## src/rtl/adc_seq_pkg.sv

```systemverilog
package adc_seq_pkg;
  // mode code: bit 1 selects scan, bit 0 selects repetition
  typedef enum logic [1:0] {
    MD_FIX_ONE  = 2'b00,
    MD_FIX_RUN  = 2'b01,
    MD_SCAN_ONE = 2'b10,
    MD_SCAN_RUN = 2'b11
  } adc_mode_e;

  typedef enum logic [1:0] {
    ST_IDLE = 2'b00,
    ST_CONV = 2'b01,
    ST_HOLD = 2'b10
  } seq_state_e;
endpackage

```

## src/rtl/adc_seq_cfg.sv

```systemverilog
module adc_seq_cfg
  import adc_seq_pkg::*;
#(
  parameter int CH_W = 3
) (
  input  logic            clk,
  input  logic            rst_n,
  input  logic            cfg_we,
  input  logic [1:0]      cfg_mode,
  input  logic [CH_W-1:0] cfg_chan,
  input  logic            cfg_start,
  input  logic            cfg_wait_rd,
  input  logic            busy,
  input  logic            req_take,
  output adc_mode_e       mode_q,
  output logic [CH_W-1:0] chan_q,
  output logic            start_q,
  output logic            wrd_q,
  output logic            req_q
);
  adc_mode_e       mode_d;
  logic [CH_W-1:0] chan_d;
  logic            start_d, wrd_d, req_d;

  always_comb begin
    mode_d  = mode_q;
    chan_d  = chan_q;
    start_d = start_q;
    wrd_d   = wrd_q;
    req_d   = req_q;
    if (req_take) req_d = 1'b0;
    if (cfg_we) begin
      mode_d  = adc_mode_e'(cfg_mode);
      chan_d  = cfg_chan;
      start_d = cfg_start;
      wrd_d   = cfg_wait_rd;
      if (!cfg_start)  req_d = 1'b0;
      else if (busy)   req_d = 1'b1;
    end
  end

  always_ff @(posedge clk or negedge rst_n) begin
    if (!rst_n) begin
      mode_q  <= MD_FIX_ONE;
      chan_q  <= '0;
      start_q <= 1'b0;
      wrd_q   <= 1'b0;
      req_q   <= 1'b0;
    end else begin
      if (cfg_we) begin
        mode_q  <= mode_d;
        chan_q  <= chan_d;
        start_q <= start_d;
        wrd_q   <= wrd_d;
      end
      req_q <= req_d;
    end
  end
endmodule

```

## src/rtl/adc_seq_fsm.sv

```systemverilog
module adc_seq_fsm
  import adc_seq_pkg::*;
#(
  parameter int CH_W = 3
) (
  input  logic            clk,
  input  logic            rst_n,
  input  logic            cfg_we,
  input  logic [CH_W-1:0] cfg_chan_in,
  input  logic            cfg_start_in,
  input  adc_mode_e       mode_q,
  input  logic [CH_W-1:0] chan_q,
  input  logic            start_q,
  input  logic            req_q,
  input  logic            conv_done,
  input  logic            res_rd,
  input  logic            hold_need,
  output logic            conv_go,
  output logic [CH_W-1:0] conv_chan,
  output logic            busy,
  output logic            in_conv,
  output logic            in_hold,
  output logic            req_take
);
  seq_state_e      st_q, st_d;
  logic [CH_W-1:0] cur_q, cur_d;
  logic            go_d, commit, scan_more, rerun;

  always_comb begin
    in_conv   = (st_q == ST_CONV);
    in_hold   = (st_q == ST_HOLD);
    commit    = (in_conv && conv_done && !hold_need) || (in_hold && res_rd);
    scan_more = mode_q[1] && (cur_q != '0);
    rerun     = req_q || (mode_q[0] && start_q);
    st_d      = st_q;
    cur_d     = cur_q;
    go_d      = 1'b0;
    req_take  = 1'b0;
    case (st_q)
      ST_IDLE: begin
        if (cfg_we && cfg_start_in) begin
          st_d  = ST_CONV;
          cur_d = cfg_chan_in;
          go_d  = 1'b1;
        end else if (req_q) begin
          st_d     = ST_CONV;
          cur_d    = chan_q;
          go_d     = 1'b1;
          req_take = 1'b1;
        end
      end
      ST_CONV: if (conv_done && hold_need) st_d = ST_HOLD;
      default: ;
    endcase
    // boundary decision: mode re-read after every conversion
    if (commit) begin
      if (scan_more) begin
        st_d  = ST_CONV;
        cur_d = cur_q - 1'b1;
        go_d  = 1'b1;
      end else if (rerun) begin
        st_d     = ST_CONV;
        cur_d    = chan_q;
        go_d     = 1'b1;
        req_take = 1'b1;
      end else begin
        st_d = ST_IDLE;
      end
    end
  end

  always_ff @(posedge clk or negedge rst_n) begin
    if (!rst_n) begin
      st_q    <= ST_IDLE;
      cur_q   <= '0;
      conv_go <= 1'b0;
    end else begin
      st_q    <= st_d;
      conv_go <= go_d;
      if (go_d) cur_q <= cur_d;
    end
  end

  assign busy      = (st_q != ST_IDLE);
  assign conv_chan = cur_q;
endmodule

```

## src/rtl/adc_seq_result.sv

```systemverilog
module adc_seq_result #(
  parameter int CH_W = 3,
  parameter int DW   = 10
) (
  input  logic            clk,
  input  logic            rst_n,
  input  logic            in_conv,
  input  logic            in_hold,
  input  logic            conv_done,
  input  logic [DW-1:0]   conv_data,
  input  logic [CH_W-1:0] cur_chan,
  input  logic            res_rd,
  input  logic            wrd,
  output logic            hold_need,
  output logic [DW-1:0]   res_data,
  output logic [CH_W-1:0] res_chan,
  output logic            done_evt,
  output logic            ovr_evt
);
  logic [DW-1:0]   park_data;
  logic [CH_W-1:0] park_chan;
  logic            unread_q, unread_eff;
  logic            cap_conv, cap_park, park_en, cap_any;
  logic [DW-1:0]   cap_data;
  logic [CH_W-1:0] cap_chan;

  always_comb begin
    unread_eff = unread_q && !res_rd;
    hold_need  = wrd && unread_eff;
    cap_conv   = in_conv && conv_done && !hold_need;
    park_en    = in_conv && conv_done && hold_need;
    cap_park   = in_hold && res_rd;
    cap_any    = cap_conv || cap_park;
    cap_data   = cap_park ? park_data : conv_data;
    cap_chan   = cap_park ? park_chan : cur_chan;
  end

  always_ff @(posedge clk or negedge rst_n) begin
    if (!rst_n) begin
      res_data  <= '0;
      res_chan  <= '0;
      park_data <= '0;
      park_chan <= '0;
      unread_q  <= 1'b0;
      done_evt  <= 1'b0;
      ovr_evt   <= 1'b0;
    end else begin
      done_evt <= cap_any;
      ovr_evt  <= cap_conv && unread_eff;
      if (cap_any) begin
        res_data <= cap_data;
        res_chan <= cap_chan;
        unread_q <= 1'b1;
      end else if (res_rd) begin
        unread_q <= 1'b0;
      end
      if (park_en) begin
        park_data <= conv_data;
        park_chan <= cur_chan;
      end
    end
  end
endmodule

```

## src/rtl/adc_seq_ctrl.sv

```systemverilog
module adc_seq_ctrl
  import adc_seq_pkg::*;
#(
  parameter int NCH = 8,
  parameter int DW  = 10,
  localparam int CH_W = (NCH > 1) ? $clog2(NCH) : 1
) (
  input  logic            clk,
  input  logic            rst_n,
  input  logic            cfg_we,
  input  logic [1:0]      cfg_mode,
  input  logic [CH_W-1:0] cfg_chan,
  input  logic            cfg_start,
  input  logic            cfg_wait_rd,
  output logic            conv_go,
  output logic [CH_W-1:0] conv_chan,
  input  logic            conv_done,
  input  logic [DW-1:0]   conv_data,
  input  logic            res_rd,
  output logic            busy,
  output logic [DW-1:0]   res_data,
  output logic [CH_W-1:0] res_chan,
  output logic            done_evt,
  output logic            ovr_evt
);
  logic [1:0]      rst_sync;
  logic            rst_q;
  adc_mode_e       mode_q;
  logic [CH_W-1:0] chan_q;
  logic            start_q, wait_rd_q, start_req_q, req_take;
  logic            in_conv, in_hold, hold_need;

  always_ff @(posedge clk or negedge rst_n) begin
    if (!rst_n) rst_sync <= 2'b00;
    else        rst_sync <= {rst_sync[0], 1'b1};
  end
  assign rst_q = rst_sync[1];

  adc_seq_cfg #(.CH_W(CH_W)) i_cfg (
    .clk(clk), .rst_n(rst_q),
    .cfg_we(cfg_we), .cfg_mode(cfg_mode), .cfg_chan(cfg_chan),
    .cfg_start(cfg_start), .cfg_wait_rd(cfg_wait_rd),
    .busy(busy), .req_take(req_take),
    .mode_q(mode_q), .chan_q(chan_q), .start_q(start_q),
    .wrd_q(wait_rd_q), .req_q(start_req_q)
  );

  adc_seq_fsm #(.CH_W(CH_W)) i_fsm (
    .clk(clk), .rst_n(rst_q),
    .cfg_we(cfg_we), .cfg_chan_in(cfg_chan), .cfg_start_in(cfg_start),
    .mode_q(mode_q), .chan_q(chan_q), .start_q(start_q), .req_q(start_req_q),
    .conv_done(conv_done), .res_rd(res_rd), .hold_need(hold_need),
    .conv_go(conv_go), .conv_chan(conv_chan), .busy(busy),
    .in_conv(in_conv), .in_hold(in_hold), .req_take(req_take)
  );

  adc_seq_result #(.CH_W(CH_W), .DW(DW)) i_res (
    .clk(clk), .rst_n(rst_q),
    .in_conv(in_conv), .in_hold(in_hold),
    .conv_done(conv_done), .conv_data(conv_data), .cur_chan(conv_chan),
    .res_rd(res_rd), .wrd(wait_rd_q), .hold_need(hold_need),
    .res_data(res_data), .res_chan(res_chan),
    .done_evt(done_evt), .ovr_evt(ovr_evt)
  );
endmodule

```

## config.mk

```make
export PLATFORM = sky130hd
export DESIGN_NAME = adc_seq_ctrl
export DESIGN_NICKNAME = d
export VERILOG_FILES = /design/src/rtl/adc_seq_pkg.sv /design/src/rtl/adc_seq_cfg.sv /design/src/rtl/adc_seq_fsm.sv /design/src/rtl/adc_seq_result.sv /design/src/rtl/adc_seq_ctrl.sv
export SDC_FILE = /design/constraint.sdc
export NUM_CORES = 1
export LEC_CHECK = 0
export ABC_CLOCK_PERIOD_IN_PS = 1600
export BUFFER_PORTS_ARGS = -buffer_cell sky130_fd_sc_hd__buf_2
export CAP_MARGIN = 5
export CORE_ASPECT_RATIO = 1.75
export CORE_MARGIN = 8
export CORE_UTILIZATION = 54
export DETAILED_ROUTE_END_ITERATION = 6
export GPL_TIMING_DRIVEN = 1
export PLACE_DENSITY = 0.9
export REMOVE_ABC_BUFFERS = 1
export SLEW_MARGIN = 15
export SYNTH_ARGS = -nofsm -noshare
export SYNTH_HDL_FRONTEND = slang
export SYNTH_SLANG_ARGS = --single-unit
```

## constraint.sdc

```tcl
create_clock -name clk -period 1.6 [get_ports clk]
set_clock_uncertainty 0.15 [all_clocks]
set_input_delay 0.32 -clock clk [delete_from_list [all_inputs] [get_ports clk]]
set_output_delay 0.32 -clock clk [all_outputs]
set_load 0.02 [all_outputs]
```

# [Word-level counts from Yosys, hierarchy flattened]
# Cells that the tools add are included.
[word_totals] ff_bits=45 input_bits=22 output_inout_bits=20 wordCells=74
[op_classes] addsub=1 eq_ne=4 mux=32 reduce_logical=21
[op_table] op="3-bit 2-to-1 mux" n=7
[op_table] op="1-bit 2-to-1 mux" n=18
[op_table] op="1-bit logical AND" n=11
[op_table] op="10-bit 2-to-1 mux" n=1
[op_table] op="2-bit 2-to-1 mux" n=5
[op_table] op="3-bit nonzero test" n=2
[op_table] op="4-bit by 3-bit inequality test with 1-bit output (second input constant)" n=1
[op_table] op="2-bit one-hot mux with 2 select lines" n=1
[op_table] op="2-bit nonzero test" n=2
[op_table] op="3-bit inequality test (second input constant)" n=1
[op_table] op="3-bit AND reduction" n=1
[op_table] op="3-bit by 1-bit subtractor with 3-bit output (second input constant)" n=1
[op_table] op="2-bit by 1-bit == test with 1-bit output (second input constant)" n=1
[op_table] op="2-bit == test (second input constant)" n=1
[op_table] op="1-bit zero test" n=2
[op_table] op="2-bit zero test" n=1
[op_table] op="1-bit logical OR" n=2

# [Longest topological paths before layout]
[logic_depth] ltp_word=11 ltp_mapped=7 depth_no_buf=7

# [Modules after synthesis]
# From an unflattened synthesis, not the netlist that was laid out.
[hier_totals] hier_cells=166 area_unflattened_um2=2275.9
[modules_own_cells] module="adc_seq_result" n_inst=1 cells_each=82 area_each_um2=1312.5 seq_area_each_um2=725.7
[modules_own_cells] module="adc_seq_fsm" n_inst=1 cells_each=61 area_each_um2=571.8 seq_area_each_um2=150.1
[modules_own_cells] module="adc_seq_cfg" n_inst=1 cells_each=20 area_each_um2=337.8 seq_area_each_um2=200.2
[modules_own_cells] module="adc_seq_ctrl" n_inst=1 cells_each=3 area_each_um2=53.8 seq_area_each_um2=50.0

# [Least setup slack after synthesis]
# Ideal clock, no wire load.
[synth_timing] path_kind="register to register" startpoint="reg i_fsm.cur_q[0], in the netlist i_fsm.conv_chan[0]" endpoint="reg i_fsm.cur_q[0], in the netlist i_fsm.conv_chan[0]" setup_time_ps=128 arrival_time_ps=1675 required_ps=1322 slack_ps=-352 path_stages_with_launch=8 path_buffers=0 period_less_slack_ps=1952 path_cell_list="dfrtp_1 > inv_1 > ha_1 > ha_1 > nand2b_1 > a31oi_1 > o22ai_1 > mux2_1"
[synth_via] elab_chain_cells=6 word_cells_on_any_way=11 cone_classes="1 x add/sub; 8 x mux; 2 x reduce/logical"
[synth_lines] element="from (decl)" line_no="adc_seq_fsm.sv:26" text="logic [CH_W-1:0] cur_q, cur_d;"
[synth_lines] element="from (signal assigned)" line_no="adc_seq_fsm.sv:80" text="if (go_d) cur_q <= cur_d;"
[synth_lines] element="3-bit 2-to-1 mux" line_no="adc_seq_fsm.sv:45" text="end else if (req_q) begin"
[synth_lines] element="3-bit 2-to-1 mux" line_no="adc_seq_fsm.sv:41" text="if (cfg_we && cfg_start_in) begin"
[synth_lines] element="3-bit 2-to-1 mux" line_no="adc_seq_fsm.sv:39" text="case (st_q)"
[synth_lines] element="3-bit 2-to-1 mux" line_no="adc_seq_fsm.sv:61" text="end else if (rerun) begin"
[synth_lines] element="3-bit 2-to-1 mux" line_no="adc_seq_fsm.sv:57" text="if (scan_more) begin"
[synth_lines] element="3-bit 2-to-1 mux" line_no="adc_seq_fsm.sv:56" text="if (commit) begin"
# Parallel ways exist; a longest one is shown, timed or not.
# A chain may end at the register's enable or synchronous reset.

# [Worst setup path in the final report]
[layout_timing] startpoint="reg i_fsm.st_q[1]" endpoint="reg i_fsm.cur_q[0], in the netlist i_fsm.conv_chan[0]"
[layout_via] elab_chain_cells=5 word_cells_on_any_way=15 cone_classes="2 x eq/ne; 8 x mux; 5 x reduce/logical"
[layout_lines] element="from (decl)" line_no="adc_seq_fsm.sv:25" text="seq_state_e st_q, st_d;"
[layout_lines] element="from (signal assigned)" line_no="adc_seq_fsm.sv:78" text="st_q <= st_d;"
[layout_lines] element="2-bit zero test or 2-bit by 1-bit == test with 1-bit output (tied branches)" line_no="adc_seq_fsm.sv:39, adc_seq_fsm.sv:30"
[layout_lines] element="1-bit 2-to-1 mux or 1-bit logical AND (tied branches)" line_no="adc_seq_fsm.sv:39, adc_seq_fsm.sv:32"
[layout_lines] element="1-bit 2-to-1 mux or 1-bit logical AND (tied branches)" line_no="adc_seq_fsm.sv:61, adc_seq_fsm.sv:32"
[layout_lines] element="1-bit 2-to-1 mux or 1-bit logical OR (tied branches)" line_no="adc_seq_fsm.sv:57, adc_seq_fsm.sv:32"
[layout_lines] element="1-bit 2-to-1 mux (*)" line_no="adc_seq_fsm.sv:56"
[layout_lines] element="via i_fsm.go_d" line_no="adc_seq_fsm.sv:27" text="logic go_d, commit, scan_more, rerun;"
# Mark *: on every way through the listed nets, which the timed path passes. The rest lies on a longest branch.

==> metrics.txt <==
first-pass GRT wire length=7290 um; Detail Route Antenna Nets=0; WHS Path Cells=2; clock-pin slew on the worst setup and hold paths=around 80 ps; vias in the first global route=1598; CTS tree=built; CP max FO=7; Simple-Gate Fraction of Synth Area=9.63%; Mapped Area=2030 um2; most common cell after layout, fill and taps aside=dfrtp_1; Pwr Total=about 4800 uW; Area Overhead vs Synth=31.9%; Post-Layout Cell Count=between 200 and 300; final worst slack=-136 ps; Worst setup EP type=flop; layout cells sized above 1=48.1%; hold slack=99.5 ps; fmax=576 MHz; Synth Flop Type=dfrtp_1; DIE HEIGHT=about 97 um; HP Class=primary input to flop; synthesis-stage register bit count=45; Post-synth EDFFs=0; fin nets=254; # DRC=0; final wirelength=4560 um; Die ar.=6050 um2; Startpoint Class=flop; root buf cell=clkbuf_8; global route overflow=0; n_diodes=0; H-tree Lvls=2; Clock Sinks=45; max-cap violation count=0; Critical R2R Launch=i_fsm.st_q[1]; Worst Path Arrival=between 1500 and 2000 ps; Yosys cell types=38; leakage power=0.00145 uW; WP data required=1640 ps; Worst Hold End=i_cfg.mode_q[1]; Setup CP Type=flop to flop; unrepaired setup endpoints after global routing=yes; setup_tns=-780 ps; status=finished with violations; mux share of post-synthesis cell area=19.7%; 1st-iter DRT viols=48; Fin. Hold Viols=0; largest family of logic cells by synthesized area=multiplexers; VDD IR-drop max=1220 uV; final setup violating endpoints=19; mean area per synthesized cell=12.4 um2; asr flop ratio synth=100%; DP Cell Count=approximately 260; Rel. slew slack=65.5%; clk buf depth=2; Final Cycle Share=108%; Mapped Cells=163; commonest non-fill, non-tap cells in the layout=dfrtp_1 (44), buf_2 (39), nand2_1 (17); Worst R2R Path Depth=5; TritonRoute pass-1 iters=4; Reg-to-Reg End=i_fsm.conv_chan[0]; Port Buffers=between 40 and 50; Final min period=approximately 1700 ps; sequential element share of the synthesized area=55.6%; wire per inst=roughly 16 um; largest net degree at the start of global routing=44; num ports=42; synth warn=0; clk_lat worst skew=approximately 300 ps; FF-to-FF setup slack=-140 ps; xor-xnor portion of the synthesized cell area=0%; die width=62.3 um; Adder-Cell Fraction of Synth Area=under 10%; Std-Cell Rows=29; placer's final routability congestion estimate=0.822; Slew @ Worst Pin=518 ps; max-slew violation count=0; Post-DP HPWL=3180 um; Fillers=270; failing checks=negative setup slack; worst slack, placed=-270 ps; initial antenna violation count=0; total CTS buffers=5; starting density of the core=55.9%; GRT Total Usage=between 10% and 20%; HP Start=cfg_mode[1]; Synth Area in Compound Gates=a little over a tenth; core area=3630 um2; via count=1482; routed vias/inst=5.35; Cell Pwr Density=1810 nW/um2
## stage by stage
step,util (%),area (um2)
final,73.7,2670
after global routing,73.7,2670
after CTS,72.5,2630
after detailed placement,66.3,2410
after global placement,66.3,2410
after floorplan,-,1990
## how the worst max path moves through the flow
stage	slack, ps	to	start
2_1_floorplan	-360	i_fsm.conv_chan[0]	i_fsm.conv_chan[0]
3_3_place_gp	-160	i_fsm.conv_chan[0]	i_fsm.conv_chan[0]
3_5_place_dp	-270	i_fsm.conv_chan[0]	i_fsm.conv_chan[0]
4_1_cts	-90	i_fsm.conv_chan[0]	i_fsm.conv_chan[1]
5_1_grt	-170	i_fsm.conv_chan[0]	i_fsm.st_q[1]
6_report	-140	i_fsm.conv_chan[0]	i_fsm.st_q[1]
## state kept, by name (all words and copies together), names as in the netlist, 2 cells and up
register / flops
i_fsm.st_q: 2
i_fsm.conv_chan: 3
i_res.res_chan: 3
i_cfg.chan_q: 3
i_res.park_data: 10
i_res.res_data: 10
i_res.park_chan: 3
rst_sync: 2
i_cfg.mode_q: 2
## worst max-delay path, cell delays in order (launching register included)
cell and delay, ps:
dfrtp_1 420, buf_6 130, nand3b_4 160, o21a_4 280, o21ai_4 180, mux2_4 320
## what timing repair did
item | 4_1_cts | 5_1_grt
endpoints found under the setup margin | 5 | 31
resized for setup | 22 | 14
buffers inserted | 4 | 2
pin swaps | 7 | 6
hold endpoints to repair | 2 | 0
hold buffers | 1 | 0
## power by group
group	switching [uW]	leakage, uW	internal [uW]
clock network	359	0.0000542	390
logic	1170	0.000832	1120
registers	236	0.000563	1550
## cell type report
| class | count | area (um2) | area share [%] |
|---|---|---|---|
| Clock buffer | 7 | 96.3 | 3.60 |
| Clock inverter | 1 | 5.00 | 0.187 |
| Timing Repair Buffer | 66 | 454 | 17.0 |
| Multi-Input combinational cell | 105 | 905 | 33.8 |
| Sequential cell | 45 | 1130 | 42.2 |
| Tap cell | 46 | 57.6 | 2.15 |
| Inverter | 7 | 28.8 | 1.08 |
## logic make-up (layout without fill, tap and decap cells)
group	Yosys count	after routing
flops	45	45
simple gates	35	35
fa+ha+maj	2	2
buf+inv	13	81
compound gates	33	33
mux	34	34
other cells	1	1
## synthesized netlist by cell type, types with 2 or more instances
cell type / count / area [um2]
nand2_1: 17 / 63.8
buf_2: 4 / 20.0
dfrtp_1: 45 / 1130
o21ai_0: 16 / 80.1
a22oi_1: 2 / 15.0
mux2i_1: 14 / 140
a31oi_1: 2 / 12.5
ha_1: 2 / 25.0
nand2b_1: 2 / 12.5
inv_1: 7 / 26.3
o21ai_1: 2 / 10.0
nor2_1: 5 / 18.8
mux2_2: 10 / 113
a21oi_1: 2 / 10.0
mux2_4: 9 / 135
nand3b_4: 2 / 40.0
## per-layer routing
layer / routed length [um] / part of all wire, % / GRT usage (%)
met2: 2480 / 54 / 27.4
met4: 54 / 1.2 / 4.77
met3: 301 / 6.6 / 5.43
met5: 0 / 0 / 0
met1: 1720 / 38 / 14.5
Note: power is estimated with default switching activity, not from simulation.
